$ cat src/rtl/br_pkg.sv
package br_pkg;
  localparam int ADDR_W   = 32;
  localparam int INSN_W   = 32;
  localparam int OFFS_W   = 24;
  localparam int FLAG_W   = 4;
  localparam int COND_W   = 4;
  // flag positions inside the flag vector
  localparam int FLG_N    = 3;
  localparam int FLG_Z    = 2;
  localparam int FLG_C    = 1;
  localparam int FLG_V    = 0;
  // branch class pattern in the major opcode bits
  localparam logic [2:0] BR_CLASS = 3'b101;

  typedef enum logic [COND_W-1:0] {
    CC_EQ = 4'h0, CC_NE = 4'h1, CC_HS = 4'h2, CC_LO = 4'h3,
    CC_MI = 4'h4, CC_PL = 4'h5, CC_VS = 4'h6, CC_VC = 4'h7,
    CC_HI = 4'h8, CC_LS = 4'h9, CC_GE = 4'hA, CC_LT = 4'hB,
    CC_GT = 4'hC, CC_LE = 4'hD, CC_AL = 4'hE, CC_NV = 4'hF
  } cond_e;

  typedef struct packed {
    logic              taken;
    logic [ADDR_W-1:0] next_pc;
    logic              link_we;
    logic [ADDR_W-1:0] link_pc;
  } br_result_t;

  localparam int RES_W = $bits(br_result_t);
endpackage

$ cat src/rtl/br_decode.sv
module br_decode
  import br_pkg::*;
(
  input  logic [INSN_W-1:0] insn,
  output cond_e             cond,
  output logic              is_branch,
  output logic              is_link,
  output logic [OFFS_W-1:0] offset
);
  localparam int COND_LSB = INSN_W - COND_W;
  localparam int CLS_LSB  = COND_LSB - 3;
  localparam int LINK_BIT = CLS_LSB - 1;

  always_comb begin
    cond      = cond_e'(insn[INSN_W-1:COND_LSB]);
    is_branch = (insn[COND_LSB-1:CLS_LSB] == BR_CLASS);
    is_link   = insn[LINK_BIT];
    offset    = insn[OFFS_W-1:0];
  end
endmodule

$ cat src/rtl/br_cond_eval.sv
module br_cond_eval
  import br_pkg::*;
(
  input  cond_e             cond,
  input  logic [FLAG_W-1:0] flags,
  output logic              pass
);
  logic f_n, f_z, f_c, f_v, sgn_ok;

  always_comb begin
    f_n    = flags[FLG_N];
    f_z    = flags[FLG_Z];
    f_c    = flags[FLG_C];
    f_v    = flags[FLG_V];
    sgn_ok = (f_n == f_v);
    unique case (cond)
      CC_EQ: pass = f_z;
      CC_NE: pass = !f_z;
      CC_HS: pass = f_c;
      CC_LO: pass = !f_c;
      CC_MI: pass = f_n;
      CC_PL: pass = !f_n;
      CC_VS: pass = f_v;
      CC_VC: pass = !f_v;
      CC_HI: pass = f_c && !f_z;
      CC_LS: pass = !f_c || f_z;
      CC_GE: pass = sgn_ok;
      CC_LT: pass = !sgn_ok;
      CC_GT: pass = !f_z && sgn_ok;
      CC_LE: pass = f_z || !sgn_ok;
      CC_AL: pass = 1'b1;
      default: pass = 1'b0;
    endcase
  end
endmodule

$ cat src/rtl/br_target_calc.sv
module br_target_calc
  import br_pkg::*;
#(
  parameter int PC_AHEAD  = 8,
  parameter int LINK_STEP = 4
) (
  input  logic [ADDR_W-1:0] pc,
  input  logic [OFFS_W-1:0] offset,
  output logic [ADDR_W-1:0] target,
  output logic [ADDR_W-1:0] seq_pc
);
  localparam int SH     = 2;
  localparam int EXT_W  = ADDR_W - OFFS_W - SH;
  localparam logic [ADDR_W-1:0] AHEAD = ADDR_W'(PC_AHEAD);
  localparam logic [ADDR_W-1:0] STEP  = ADDR_W'(LINK_STEP);

  logic [ADDR_W-1:0] byte_off;

  generate
    if (EXT_W > 0) begin : g_ext
      assign byte_off = {{EXT_W{offset[OFFS_W-1]}}, offset, {SH{1'b0}}};
    end else begin : g_trunc
      assign byte_off = ADDR_W'({offset, {SH{1'b0}}});
    end
  endgenerate

  // sums wrap naturally at ADDR_W bits
  assign target = pc + AHEAD + byte_off;
  assign seq_pc = pc + STEP;
endmodule

$ cat src/rtl/br_out_stage.sv
module br_out_stage #(
  parameter int W = 8
) (
  input  logic         clk,
  input  logic         rst_n,
  input  logic         in_valid,
  output logic         in_ready,
  input  logic [W-1:0] in_data,
  output logic         out_valid,
  input  logic         out_ready,
  output logic [W-1:0] out_data
);
  logic         vld_q;
  logic [W-1:0] data_q;

  assign in_ready  = !vld_q || out_ready;
  assign out_valid = vld_q;
  assign out_data  = data_q;

  always_ff @(posedge clk or negedge rst_n) begin
    if (!rst_n) begin
      vld_q  <= 1'b0;
      data_q <= '0;
    end else if (in_valid && in_ready) begin
      vld_q  <= 1'b1;
      data_q <= in_data;
    end else if (out_ready) begin
      vld_q  <= 1'b0;
    end
  end

  // a stalled result stays put
  a_r8_hold: assert property (@(posedge clk) disable iff (!rst_n)
    out_valid && !out_ready |=> out_valid && $stable(out_data));

  // an accepted word produces a result next cycle
  a_r7_latency: assert property (@(posedge clk) disable iff (!rst_n)
    in_valid && in_ready |=> out_valid);
endmodule

$ cat src/rtl/br_resolver.sv
module br_resolver
  import br_pkg::*;
#(
  parameter int PC_AHEAD  = 8,
  parameter int LINK_STEP = 4
) (
  input  logic              clk,
  input  logic              rst_n,
  input  logic              in_valid,
  output logic              in_ready,
  input  logic [INSN_W-1:0] in_insn,
  input  logic [ADDR_W-1:0] in_pc,
  input  logic [FLAG_W-1:0] in_flags,
  output logic              out_valid,
  input  logic              out_ready,
  output logic              out_taken,
  output logic [ADDR_W-1:0] out_next_pc,
  output logic              out_link_we,
  output logic [ADDR_W-1:0] out_link_pc
);
  cond_e             cond;
  logic              is_branch, is_link, pass;
  logic [OFFS_W-1:0] offset;
  logic [ADDR_W-1:0] target, seq_pc;
  br_result_t        res_d, res_q;
  logic [RES_W-1:0]  res_bits;

  br_decode u_dec (
    .insn(in_insn), .cond(cond), .is_branch(is_branch),
    .is_link(is_link), .offset(offset)
  );

  br_cond_eval u_cond (
    .cond(cond), .flags(in_flags), .pass(pass)
  );

  br_target_calc #(.PC_AHEAD(PC_AHEAD), .LINK_STEP(LINK_STEP)) u_tgt (
    .pc(in_pc), .offset(offset), .target(target), .seq_pc(seq_pc)
  );

  always_comb begin
    res_d.taken   = is_branch && pass;
    res_d.next_pc = res_d.taken ? target : seq_pc;
    res_d.link_we = res_d.taken && is_link;
    res_d.link_pc = seq_pc;
  end

  br_out_stage #(.W(RES_W)) u_out (
    .clk(clk), .rst_n(rst_n),
    .in_valid(in_valid), .in_ready(in_ready), .in_data(res_d),
    .out_valid(out_valid), .out_ready(out_ready), .out_data(res_bits)
  );

  assign res_q       = br_result_t'(res_bits);
  assign out_taken   = res_q.taken;
  assign out_next_pc = res_q.next_pc;
  assign out_link_we = res_q.link_we;
  assign out_link_pc = res_q.link_pc;

  // the never code cannot yield a taken result
  a_r2_never: assert property (@(posedge clk) disable iff (!rst_n)
    in_valid && in_ready && (in_insn[INSN_W-1 -: COND_W] == CC_NV) |=> !out_taken);

  // link write only accompanies a taken branch
  a_r6_link_taken: assert property (@(posedge clk) disable iff (!rst_n)
    out_valid && out_link_we |-> out_taken);

  // a fall-through result continues at the return address
  a_r5_fallthrough: assert property (@(posedge clk) disable iff (!rst_n)
    out_valid && !out_taken |-> out_next_pc == out_link_pc);

  // a non-branch class word is never taken
  a_r3_non_branch: assert property (@(posedge clk) disable iff (!rst_n)
    in_valid && in_ready && (in_insn[27:25] != BR_CLASS) |=> !out_taken && !out_link_we);
endmodule

$ cat config.mk
export PLATFORM = sky130hd
export DESIGN_NAME = br_resolver
export DESIGN_NICKNAME = d
export VERILOG_FILES = /design/src/rtl/br_pkg.sv /design/src/rtl/br_decode.sv /design/src/rtl/br_cond_eval.sv /design/src/rtl/br_target_calc.sv /design/src/rtl/br_out_stage.sv /design/src/rtl/br_resolver.sv
export SDC_FILE = /design/constraint.sdc
export NUM_CORES = 1
export LEC_CHECK = 0
export BUFFER_PORTS_ARGS = -buffer_cell sky130_fd_sc_hd__buf_4
export CAP_MARGIN = 10
export CORE_ASPECT_RATIO = 1.5
export CORE_MARGIN = 3
export CORE_UTILIZATION = 30
export DETAILED_ROUTE_END_ITERATION = 8
export PLACE_DENSITY = 0.48
export SLEW_MARGIN = 15
export SYNTH_ARGS = -nofsm -noshare
export SYNTH_HDL_FRONTEND = slang
export SYNTH_SLANG_ARGS = --single-unit
export TNS_END_PERCENT = 20
$ cat constraint.sdc
create_clock -name clk -period 3.6 [get_ports clk]
set_input_delay 0.18 -clock clk [delete_from_list [all_inputs] [get_ports clk]]
set_output_delay 0.18 -clock clk [all_outputs]
set_load 0.01 [all_outputs]
==> impl_metrics.py, run 1 <==
metrics = {
    "synth": {
        "ys_seq_area_share_pct": 31.8,
        "syn_nets": 730,
        "synth.avg_cell_area_um2": 8.54,
        "synth_cell_types": 60,
        "async_flop_share_pct": 100,
        "ys_ff_latch": 65,
        "synth_edf_count": 0,
        "ys_warn_count": 0,
        "syn_area_mm2": 0.00512,
        "syn_inst": 599,
        "synth-main-ff-cell": "dfrtp_1",
    },
    "placement": {
        "dp_cells": 923,
        "dp_hpwl_um": 12800,
        "portBuffers": 139,
        "finalWeightedCongestion": 0.921,
    },
    "clock_network": {
        "cts_root_buf": "clkbuf_16",
        "path_clk_slew_ps": 50,
        "clk_latency_ps": 340,
        "cts_tree": "done",
        "clk_path_buf_depth": 2,
        "post_cts_buffers": 0,
        "cts.sinks": 65,
        "cts_buffers": 9,
        "htree_levels": 3,
    },
    "sta": {
        "tightest_slew_ps": 869,
        "rsz0062_at_grt": "no",
        "fin_worst_skew_ps": 6.78,
        "timing.final.crit_share_pct": 79.2,
        "hold_viol_final": 0,
        "finalSetupViolCount": 0,
        "slew-limit-headroom_pct": 42.0,
        "clock.fmax_ghz": 0.351,
        "finalSetupTns_ps": 0,
        "period_minus_slack_ps": 2850,
        "slew_viol_final": 0,
    },
    "power_and_ir_drop": {
        "power_density_mw_per_mm2": 417,
        "p_leak_nw": 3.24,
        "power_mw": 2.78,
        "ir_worst_vdd_v": 0.000228,
    },
    "global_route": {
        "grt_max_degree": 66,
        "antenna_found_initial": 0,
        "gr-total-overflow": 0,
        "grt.total_usage_pct": 16.7,
        "grt_pass1_wl_um": 24900,
        "grt_pass1_vias": 4838,
    },
    "route": {
        "wl_um": 15800,
        "via_count": 4756,
        "drc_errors": 0,
        "dr.pass1.iters": 4,
        "postRouteAntennaNets": 0,
        "vias_per_cell": 5.06,
        "drt_iter0_drc": 216,
        "wl_per_cell_um": 16.8,
    },
    "floorplanning": {
        "ios": 140,
        "coreArea_mm2": 0.0165,
        "start_util_pct": 31.1,
        "rows": 57,
        "die_x_um": 113,
        "fp.dieH_um": 166,
        "dieArea_mm2": 0.0187,
    },
    "final_layout": {
        "diodes": 0,
        "area.growth.synth_to_final_pct": 30.3,
        "finalNonFillerCells": 940,
        "final_nets": 860,
        "layout-drive-gt1-share_pct": 23.8,
    },
    "critical_path": {
        "end_kind": "register",
        "critPathMaxFanout": 4,
        "worstPathRequired_ps": 3790,
        "startpoint": "in_pc[3]",
        "timing.rr.start": "u_out.out_valid",
        "cp_data_arrival_time_ps": 3040,
        "worstSetupPathType": "in -> reg",
        "startpoint_type": "primary input",
    },
    "run": {
        "maxCapViolCount": 0,
    },
    "hold_path": {
        "hp-class": "in -> reg",
        "holdCritStartpoint": "in_pc[0]",
    },
    "run_status": {
        "status": "finished, final reports clean",
    },
}
[report_power, final]
part,total [mW],switching (mW),internal [mW]
sequential,0.898,0.0636,0.834
clock,0.956,0.332,0.624
combinational,0.923,0.496,0.427
total,2.78,0.892,1.88
[worst max-delay path: stages]
cell and delay, ps:
buf_4 100, inv_1 40, ha_1 260, inv_1 40, ha_1 220, fa_1 410, a21oi_1 230, o21ai_2 110
a21oi_4 250, o31ai_4 130, a31oi_4 250, o31ai_4 110, or4_1 470, a21oi_1 160, o31ai_1 90
[cells in the final DEF, fill, tap and decap left out, types with 3 or more instances in the layout]
master,synthesis,layout
a31oi_1,4,4
inv_1,12,12
clkbuf_16,0,9
nand4_1,8,8
dfrtp_1,65,65
nor3_1,5,5
xor2_1,25,25
and3_1,11,11
o21ai_0,58,58
nor2_1,40,40
nand2b_1,3,3
nand3_1,20,20
buf_4,3,143
o21a_1,4,4
o21ai_1,4,4
o21bai_1,6,6
xnor2_1,27,27
ha_1,58,58
a21oi_1,50,50
nand2_1,94,93
or3_1,4,4
a21o_1,22,22
mux2i_1,5,5
[worst paths after layout]
| kind | endpoint | slack [ps] | cells after the start |
|---|---|---|---|
| max in group asynchronous | u_out.out_data[27] | 2530 | 2 |
| max | u_out.out_data[64] | 750 | 15 |
| min in group asynchronous | u_out.out_valid | 490 | 2 |
| min | u_out.out_data[33] | 40 | 3 |
| max reg2reg | u_out.out_data[37] | 1760 | 4 |
| min reg2reg | u_out.out_data[3] | 470 | 2 |
[final cells by class]
type / instances / area [um2]
Fill cell: 1696 / 9810
Multi-Input combinational cell: 496 / 3310
Sequential cell: 65 / 1630
Timing Repair Buffer: 145 / 1100
Tap cell: 206 / 258
Clock buffer: 11 / 243
Clock inverter: 5 / 78.8
Inverter: 12 / 45.0
[registers in the layout, indices dropped and copies added (netlist names)]
signal / count
u_out.out_data: 64
u_out.out_valid: 1
[what timing repair did]
action / in CTS / in global routing
hold buffers: 1 / 0
endpoints found under the hold margin: 2 / 0
setup endpoints to repair: 0 / 0
gates resized for setup: 0 / 0
[synth_stat cells, drive strengths merged, types with 2 or more instances]
| master | count | area, um2 |
|---|---|---|
| dfrtp | 65 | 1630 |
| or3 | 4 | 25.0 |
| o22a | 2 | 17.5 |
| buf | 13 | 87.6 |
| nand3b | 2 | 15.0 |
| o31ai | 3 | 50.1 |
| o31a | 2 | 17.5 |
| and2b | 2 | 15.0 |
| o22ai | 2 | 12.5 |
| and4 | 2 | 17.5 |
| nor3 | 5 | 25.0 |
| a311oi | 2 | 17.5 |
| inv | 12 | 45.0 |
| nand3 | 20 | 100 |
| o211ai | 3 | 27.5 |
| xnor2 | 27 | 236 |
| a31oi | 5 | 46.3 |
| xor2 | 25 | 219 |
| clkbuf | 13 | 48.8 |
| ha | 58 | 726 |
| nand2b | 3 | 18.8 |
| a21oi | 52 | 275 |
| o21bai | 6 | 45.0 |
| a21o | 22 | 165 |
| and2 | 2 | 12.5 |
| and3 | 11 | 68.8 |
| nand2 | 94 | 353 |
| mux2i | 5 | 50.1 |
| or2 | 3 | 18.8 |
| nor2b | 2 | 12.5 |
| a21boi | 2 | 15.0 |
| o21a | 4 | 30.0 |
| nand4 | 8 | 50.1 |
| mux2 | 2 | 22.5 |
| a211oi | 2 | 15.0 |
| o21ai | 63 | 319 |
| nor2 | 41 | 156 |
[cell families after synthesis]
group                    Yosys count  synth area share (%)
AO/OA/AOI/OAI                    175                  21.5
XOR/XNOR                          52                  8.90
adder cells (fa/ha/maj)           59                  14.6
buffers and inverters             38                  3.55
flip-flops                        65                  31.8
multiplexers                       7                  1.42
AND/OR/NAND/NOR                  203                  18.3
[per-layer routing]
| layer | vias to the layer above | wire length (um) | global-route usage [%] |
|---|---|---|---|
| met2 | 124 | 8300 | 30.3 |
| met4 | 0 | 580 | 7.48 |
| met1 | 2219 | 6090 | 18.2 |
| met3 | 27 | 835 | 3.83 |
| met5 | - | 0 | 0 |
| li1 | 2386 | - | - |
[stage by stage]
step	hold WS, ps	cell area [um2]	setup WS, ps	util [%]
finish	38.4	6670	749	40.5
global route	29.3	6670	545	40.5
CTS	28.2	6670	739	40.5
detailed placement	370	6330	394	38.4
global placement	366	6330	425	38.4
floorplan	-116	5120	755	-
Power figures use the tool's default switching activity.
==> run 2, diff against run 1 <==
--- a/config.mk
+++ b/config.mk
@@ -5,13 +5,14 @@
 export SDC_FILE = /design/constraint.sdc
 export NUM_CORES = 1
 export LEC_CHECK = 0
+export ABC_AREA = 1
 export BUFFER_PORTS_ARGS = -buffer_cell sky130_fd_sc_hd__buf_4
 export CAP_MARGIN = 10
 export CORE_ASPECT_RATIO = 1.5
 export CORE_MARGIN = 3
 export CORE_UTILIZATION = 30
 export DETAILED_ROUTE_END_ITERATION = 8
-export PLACE_DENSITY = 0.48
+export PLACE_DENSITY = 0.46
 export SLEW_MARGIN = 15
 export SYNTH_ARGS = -nofsm -noshare
 export SYNTH_HDL_FRONTEND = slang
==> constraint.sdc (replaced) <==
create_clock -name clk -period 3 [get_ports clk]
set_input_delay 0.15 -clock clk [delete_from_list [all_inputs] [get_ports clk]]
set_output_delay 0.15 -clock clk [all_outputs]
set_load 0.01 [all_outputs]
==> run 2 against run 1 <==
- clock power grew 32%
- synthesized area rose by 21%
- flip-flop and latch count is the same
- via count up 37%
- critical path depth unchanged
- core utilization decreased by 1.4 points
- global-route usage increased by 4.7 points
- non-clock buffer count is 2 lower
- total power is 31% higher
- critical path type unchanged
- critical endpoint unchanged
==> impl_metrics.py, run 2 <==
metrics = {
    "run_status": {
        "status": "finished, final reports clean",
    },
    "final_layout": {
        "final_nets": 1258,
        "finalNonFillerCells": 1392,
        "diodes": 0,
        "fin_area_mm2": 0.00782,
        "layout_common_cells": "nand2_1, buf_4, inv_1",
        "layout-drive-gt1-share_pct": 15.5,
        "layout_commonest_cell": "nand2_1",
        "area.growth.synth_to_final_pct": 26.4,
        "largest_reg_flops": 64,
    },
    "clock_network": {
        "cts_tree": "done",
        "clk_path_buf_depth": 2,
        "path_clk_slew_ps": 60,
        "cts_root_buf": "clkbuf_16",
        "htree_levels": 3,
        "cts.sinks": 65,
        "post_cts_buffers": 0,
        "postCtsHoldBufs": 1,
        "clk_latency_ps": 330,
        "cts_buffers": 9,
        "cts_resized": 0,
    },
    "route": {
        "drc_errors": 0,
        "wl_um": 23700,
        "vias_per_cell": 4.68,
        "postRouteAntennaNets": 0,
        "dr.pass1.iters": 4,
        "via_count": 6518,
        "drt_iter0_drc": 301,
        "wl_per_cell_um": 17.0,
    },
    "floorplanning": {
        "die_x_um": 123,
        "fp.dieH_um": 182,
        "dieArea_mm2": 0.0224,
        "ios": 140,
        "coreArea_mm2": 0.0200,
        "start_util_pct": 30.9,
        "rows": 63,
    },
    "sta": {
        "clock.fmax_ghz": 0.474,
        "finalSetupTns_ps": 0,
        "slew_viol_final": 0,
        "period_minus_slack_ps": 2110,
        "hold_viol_final": 0,
        "slew-limit-headroom_pct": 41.0,
        "rsz0062_at_grt": "no",
        "tightest_slew_ps": 886,
        "fin_ws_ps": 890,
        "fin_worst_skew_ps": 5.49,
        "finalSetupViolCount": 0,
        "timing.final.crit_share_pct": 70.3,
        "whs_ps": 9.77,
    },
    "critical_path": {
        "timing.rr.start": "u_out.out_valid",
        "crit_chain": "buf_4, inv_1, ha_1, inv_1, ha_1, fa_1, nand3_1, nand3_1, nand3_1, nand3b_1, nand2_1, nand2_1, nand2_1, nand3_1, a21oi_1",
        "worst-path-stages": 15,
        "critical-path-top-delay-family": "adder cells",
        "crit_end": "u_out.out_data[64]",
        "critPathMaxFanout": 4,
        "reg2reg_slack_ps": 1020,
        "worst_path_most_repeated_cell": "nand3_1",
        "worstSetupPathType": "in -> reg",
        "worstRegToRegCells": 7,
        "end_kind": "register",
        "r2r_end": "u_out.out_data[61]",
        "crit_slowest_cell": "fa_1",
        "critPathMaxStageDelay_ps": 430,
        "cp_data_arrival_time_ps": 2360,
        "worstPathRequired_ps": 3250,
        "startpoint_type": "primary input",
        "startpoint": "in_pc[3]",
        "critPathBufInv": 3,
    },
    "synth": {
        "ys_warn_count": 0,
        "synth.area.top_cells": "dfrtp_1, nand2_1, ha_1",
        "synth.top_cells.by_count": "nand2_1, inv_1, nor2_1, nand3_1, dfrtp_1",
        "synth.avg_cell_area_um2": 6.24,
        "ys_seq_area_share_pct": 26.3,
        "synth_edf_count": 0,
        "synth.most_common_cell": "nand2_1",
        "syn_nets": 1122,
        "async_flop_share_pct": 100,
        "yosys.area.top_type": "dfrtp_1",
        "synth-main-ff-cell": "dfrtp_1",
        "ys_ff_latch": 65,
        "synth_top_area_share_pct": 26.3,
        "synth_cell_types": 36,
        "syn_area_mm2": 0.00618,
        "syn_inst": 991,
    },
    "run": {
        "maxCapViolCount": 0,
    },
    "global_route": {
        "gr-total-overflow": 0,
        "grt_max_degree": 66,
        "grt_pass1_wl_um": 36200,
        "grt.total_usage_pct": 21.4,
        "grt_pass1_vias": 6531,
        "antenna_found_initial": 0,
    },
    "placement": {
        "dp_slack_ps": 568,
        "dp_cells": 1375,
        "finalWeightedCongestion": 0.918,
        "dpl-instance-area_mm2": 0.00746,
        "dp_hpwl_um": 20000,
        "portBuffers": 139,
    },
    "power_and_ir_drop": {
        "ir_worst_vdd_v": 0.000273,
        "power_density_mw_per_mm2": 467,
        "p_leak_nw": 4.42,
    },
    "hold_path": {
        "hp-class": "in -> reg",
    },
}
==> run 2: changes by cell type in the layout (fill, tap and decap cells not counted), moves of 10 or more <==
cell,before,now
xnor2_1,27,8
nand3_1,20,77
o21ai_0,58,1
inv_1,12,133
nand2_1,93,420
nor2_1,40,87
a21o_1,22,1
a21oi_1,50,25
and3_1,11,1
==> run 2: area by class of cell <==
cell class / count / area, um2
clock buffer: 10 / 229
clock inverter: 6 / 115
fill: 2336 / 12200
inverter: 138 / 518
multi-input combinational: 770 / 3930
sequential: 65 / 1630
tap: 260 / 325
timing repair buffer: 143 / 1080
==> run 2: worst min-delay path by stage <==
stage,endpoint,start,cells past startpoint,slack (ps)
after floorplan,u_out.out_data[10],rst_n,0,-150
after detailed placement,u_out.out_data[37],rst_n,1,330
after CTS,u_out.out_data[34],in_pc[1],3,4
final,u_out.out_data[34],in_pc[1],3,10
after global placement,u_out.out_data[36],rst_n,1,330
after global routing,u_out.out_data[34],in_pc[1],3,8
==> run 2: layer usage <==
layer | part of all wire, % | up-vias | track usage (%)
li1 | - | 3378 | -
met1 | 41 | 2945 | 24.8
met2 | 51 | 162 | 39.0
met3 | 3.9 | 33 | 2.71
met4 | 4.0 | 0 | 8.47
met5 | 0 | - | 0
==> run 2: where the power goes <==
group | internal, mW | total [mW] | switching (mW) | leakage, nW
clock network | 0.818 | 1.26 | 0.437 | 0.163
logic | 0.530 | 1.29 | 0.762 | 3.49
registers | 1.01 | 1.10 | 0.0918 | 0.771
total | 2.35 | 3.65 | 1.29 | 4.42
==> run 2: cell families after synthesis <==
group	Yosys count	synth area share (%)
simple gates	633	42.5
buf+inv	156	10.2
flops	65	26.3
fa+ha+maj	59	12.1
compound gates	50	4.98
xor+xnor	28	3.97
==> run 2: per-stage QoR <==
step	util (%)	total power, mW
floorplan	-	1.82
global placement	37.3	2.43
detailed placement	37.3	2.43
CTS	39.0	3.70
global route	39.0	3.88
finish	39.0	3.65
==> run 2: worst min-delay path, stage by stage <==
cell	delay (ps)
buf_4	80
nand2_1	40
nand2_1	40
==> run 3, diff against run 2 <==
==> constraint.sdc (replaced) <==
create_clock -name clk -period 2 [get_ports clk]
set_input_delay 0.1 -clock clk [delete_from_list [all_inputs] [get_ports clk]]
set_output_delay 0.1 -clock clk [all_outputs]
set_load 0.01 [all_outputs]
==> run 3 against run 2 <==
- flip-flop and latch count is the same
- total power up 50%
- sequential power increased by 51%
- count of clock-buffer cells in the layout is the same
- via count up 4.0%
- first-iteration DRC count increased by 7.6%
- die area stayed put
- final cell count up 6.2%
- critical endpoint is now u_out.out_data[51]
- largest cell class unchanged
==> impl_metrics.py, run 3 (synthesis gave the netlist of run 2 again) <==
metrics = {
    "final_layout": {
        "layout_common_cells": "nand2_1, buf_4, inv_1",
        "area.growth.synth_to_final_pct": 36.7,
        "diodes": 0,
        "fill_cells": 2268,
        "multi_input_area_mm2": 0.00394,
        "fin_area_mm2": 0.00845,
        "ff_latch_area_mm2": 0.00163,
        "utilization_pct": 42.2,
        "finalNonFillerCells": 1478,
        "largest_reg_flops": 64,
        "final_nets": 1344,
        "layout-drive-gt1-share_pct": 21.5,
        "layout_commonest_cell": "nand2_1",
    },
    "run_status": {
        "status": "finished, final reports clean",
    },
    "route": {
        "via_count": 6776,
        "dr.pass1.iters": 7,
        "wl_um": 24600,
        "vias_per_cell": 4.58,
        "drt_iter0_drc": 324,
        "drc_errors": 0,
        "postRouteAntennaNets": 0,
        "wl_per_cell_um": 16.7,
    },
    "power_and_ir_drop": {
        "power_mw": 5.48,
        "p_leak_nw": 4.84,
        "ir_worst_vdd_v": 0.000414,
        "power_density_mw_per_mm2": 648,
    },
    "sta": {
        "finalSetupViolCount": 0,
        "slew_viol_final": 0,
        "fin_ws_ps": 196,
        "tightest_slew_ps": 498,
        "fin_worst_skew_ps": 8.42,
        "timing.final.crit_share_pct": 90.2,
        "hold_viol_final": 0,
        "finalSetupTns_ps": 0,
        "period_minus_slack_ps": 1800,
        "whs_ps": 46.9,
        "clock.fmax_ghz": 0.554,
        "slew-limit-headroom_pct": 66.8,
    },
    "placement": {
        "dp_cells": 1458,
        "dpl-instance-area_mm2": 0.00810,
        "finalWeightedCongestion": 0.870,
        "dp_slack_ps": -260,
        "dp_hpwl_um": 21100,
        "portBuffers": 139,
    },
    "floorplanning": {
        "fp.dieH_um": 182,
        "die_x_um": 123,
        "dieArea_mm2": 0.0224,
        "rows": 63,
        "coreArea_mm2": 0.0200,
        "start_util_pct": 30.9,
        "ios": 140,
    },
    "run": {
        "maxCapViolCount": 0,
    },
    "global_route": {
        "antenna_found_initial": 0,
        "grt_pass1_wl_um": 37400,
        "use_met1_pct": 25.9,
        "use_met3_pct": 2.49,
        "use_met2_pct": 41.4,
        "grt_busiest_layer": "met2",
        "gr-total-overflow": 0,
        "grt_pass1_vias": 6771,
        "grt_max_degree": 43,
        "grt.total_usage_pct": 22.0,
    },
    "clock_network": {
        "post_cts_buffers": 0,
        "cts.sinks": 65,
        "path_clk_slew_ps": 60,
        "cts_root_buf": "clkbuf_16",
        "htree_levels": 3,
        "clk_latency_ps": 330,
        "clk_path_buf_depth": 2,
        "cts_tree": "done",
        "cts_buffers": 9,
    },
    "critical_path": {
        "startpoint_type": "primary input",
        "reg2reg_slack_ps": 350,
        "cp_data_arrival_time_ps": 2070,
        "end_kind": "register",
        "worstPathRequired_ps": 2270,
        "worstSetupPathType": "in -> reg",
        "critPathMaxFanout": 3,
    },
    "hold_path": {
        "hp-class": "in -> reg",
    },
}
==> run 3: changes by cell type in the layout (fill, tap and decap cells not counted), sizes merged <==
cell	before	now
buf	142	225
bufinv	3	1
clkinv	1	3
dlygate4sd3	1	4
==> run 3: area by class of cell <==
cell class	count	area share, %
Tap cell	260	3.85
Inverter	138	6.13
Clock inverter	6	0.770
Clock buffer	10	2.83
Timing Repair Buffer	229	20.6
Multi-Input combinational cell	770	46.6
Sequential cell	65	19.2
==> run 3: critical path: stages <==
cell     delay (ps)
buf_4           110
ha_1            280
ha_1            330
a21oi_1         160
nand2_1         120
buf_4           180
nand2_1          50
nand2_1          90
a21oi_1         260
xnor2_1         210
nand2_1         100
nand3_1          90
==> run 3: report_power, final <==
part           switching (mW)  internal (mW)
clock                   0.632           1.00
combinational            1.20          0.989
sequential              0.144           1.51
==> run 3: what timing repair did <==
action	CTS	global route
resized for setup	0	3
endpoints found under the setup margin	0	6
endpoints found under the hold margin	34	0
hold buffers	4	0
==> run 3: layer usage <==
metal	up-vias	wire (um)
met5	-	0
li1	3531	-
met3	27	856
met2	150	13200
met1	3068	10000
met4	0	554
==> run 3: worst paths after layout <==
path                                      end          startpoint  depth (start not counted)
max                        u_out.out_data[51]          in_insn[3]                         12
min                           u_out.out_valid           out_ready                          4
max reg2reg                u_out.out_data[58]     u_out.out_valid                          7
min reg2reg                u_out.out_data[16]  u_out.out_data[16]                          2
max in group asynchronous  u_out.out_data[61]               rst_n                          3
min in group asynchronous  u_out.out_data[38]               rst_n                          2
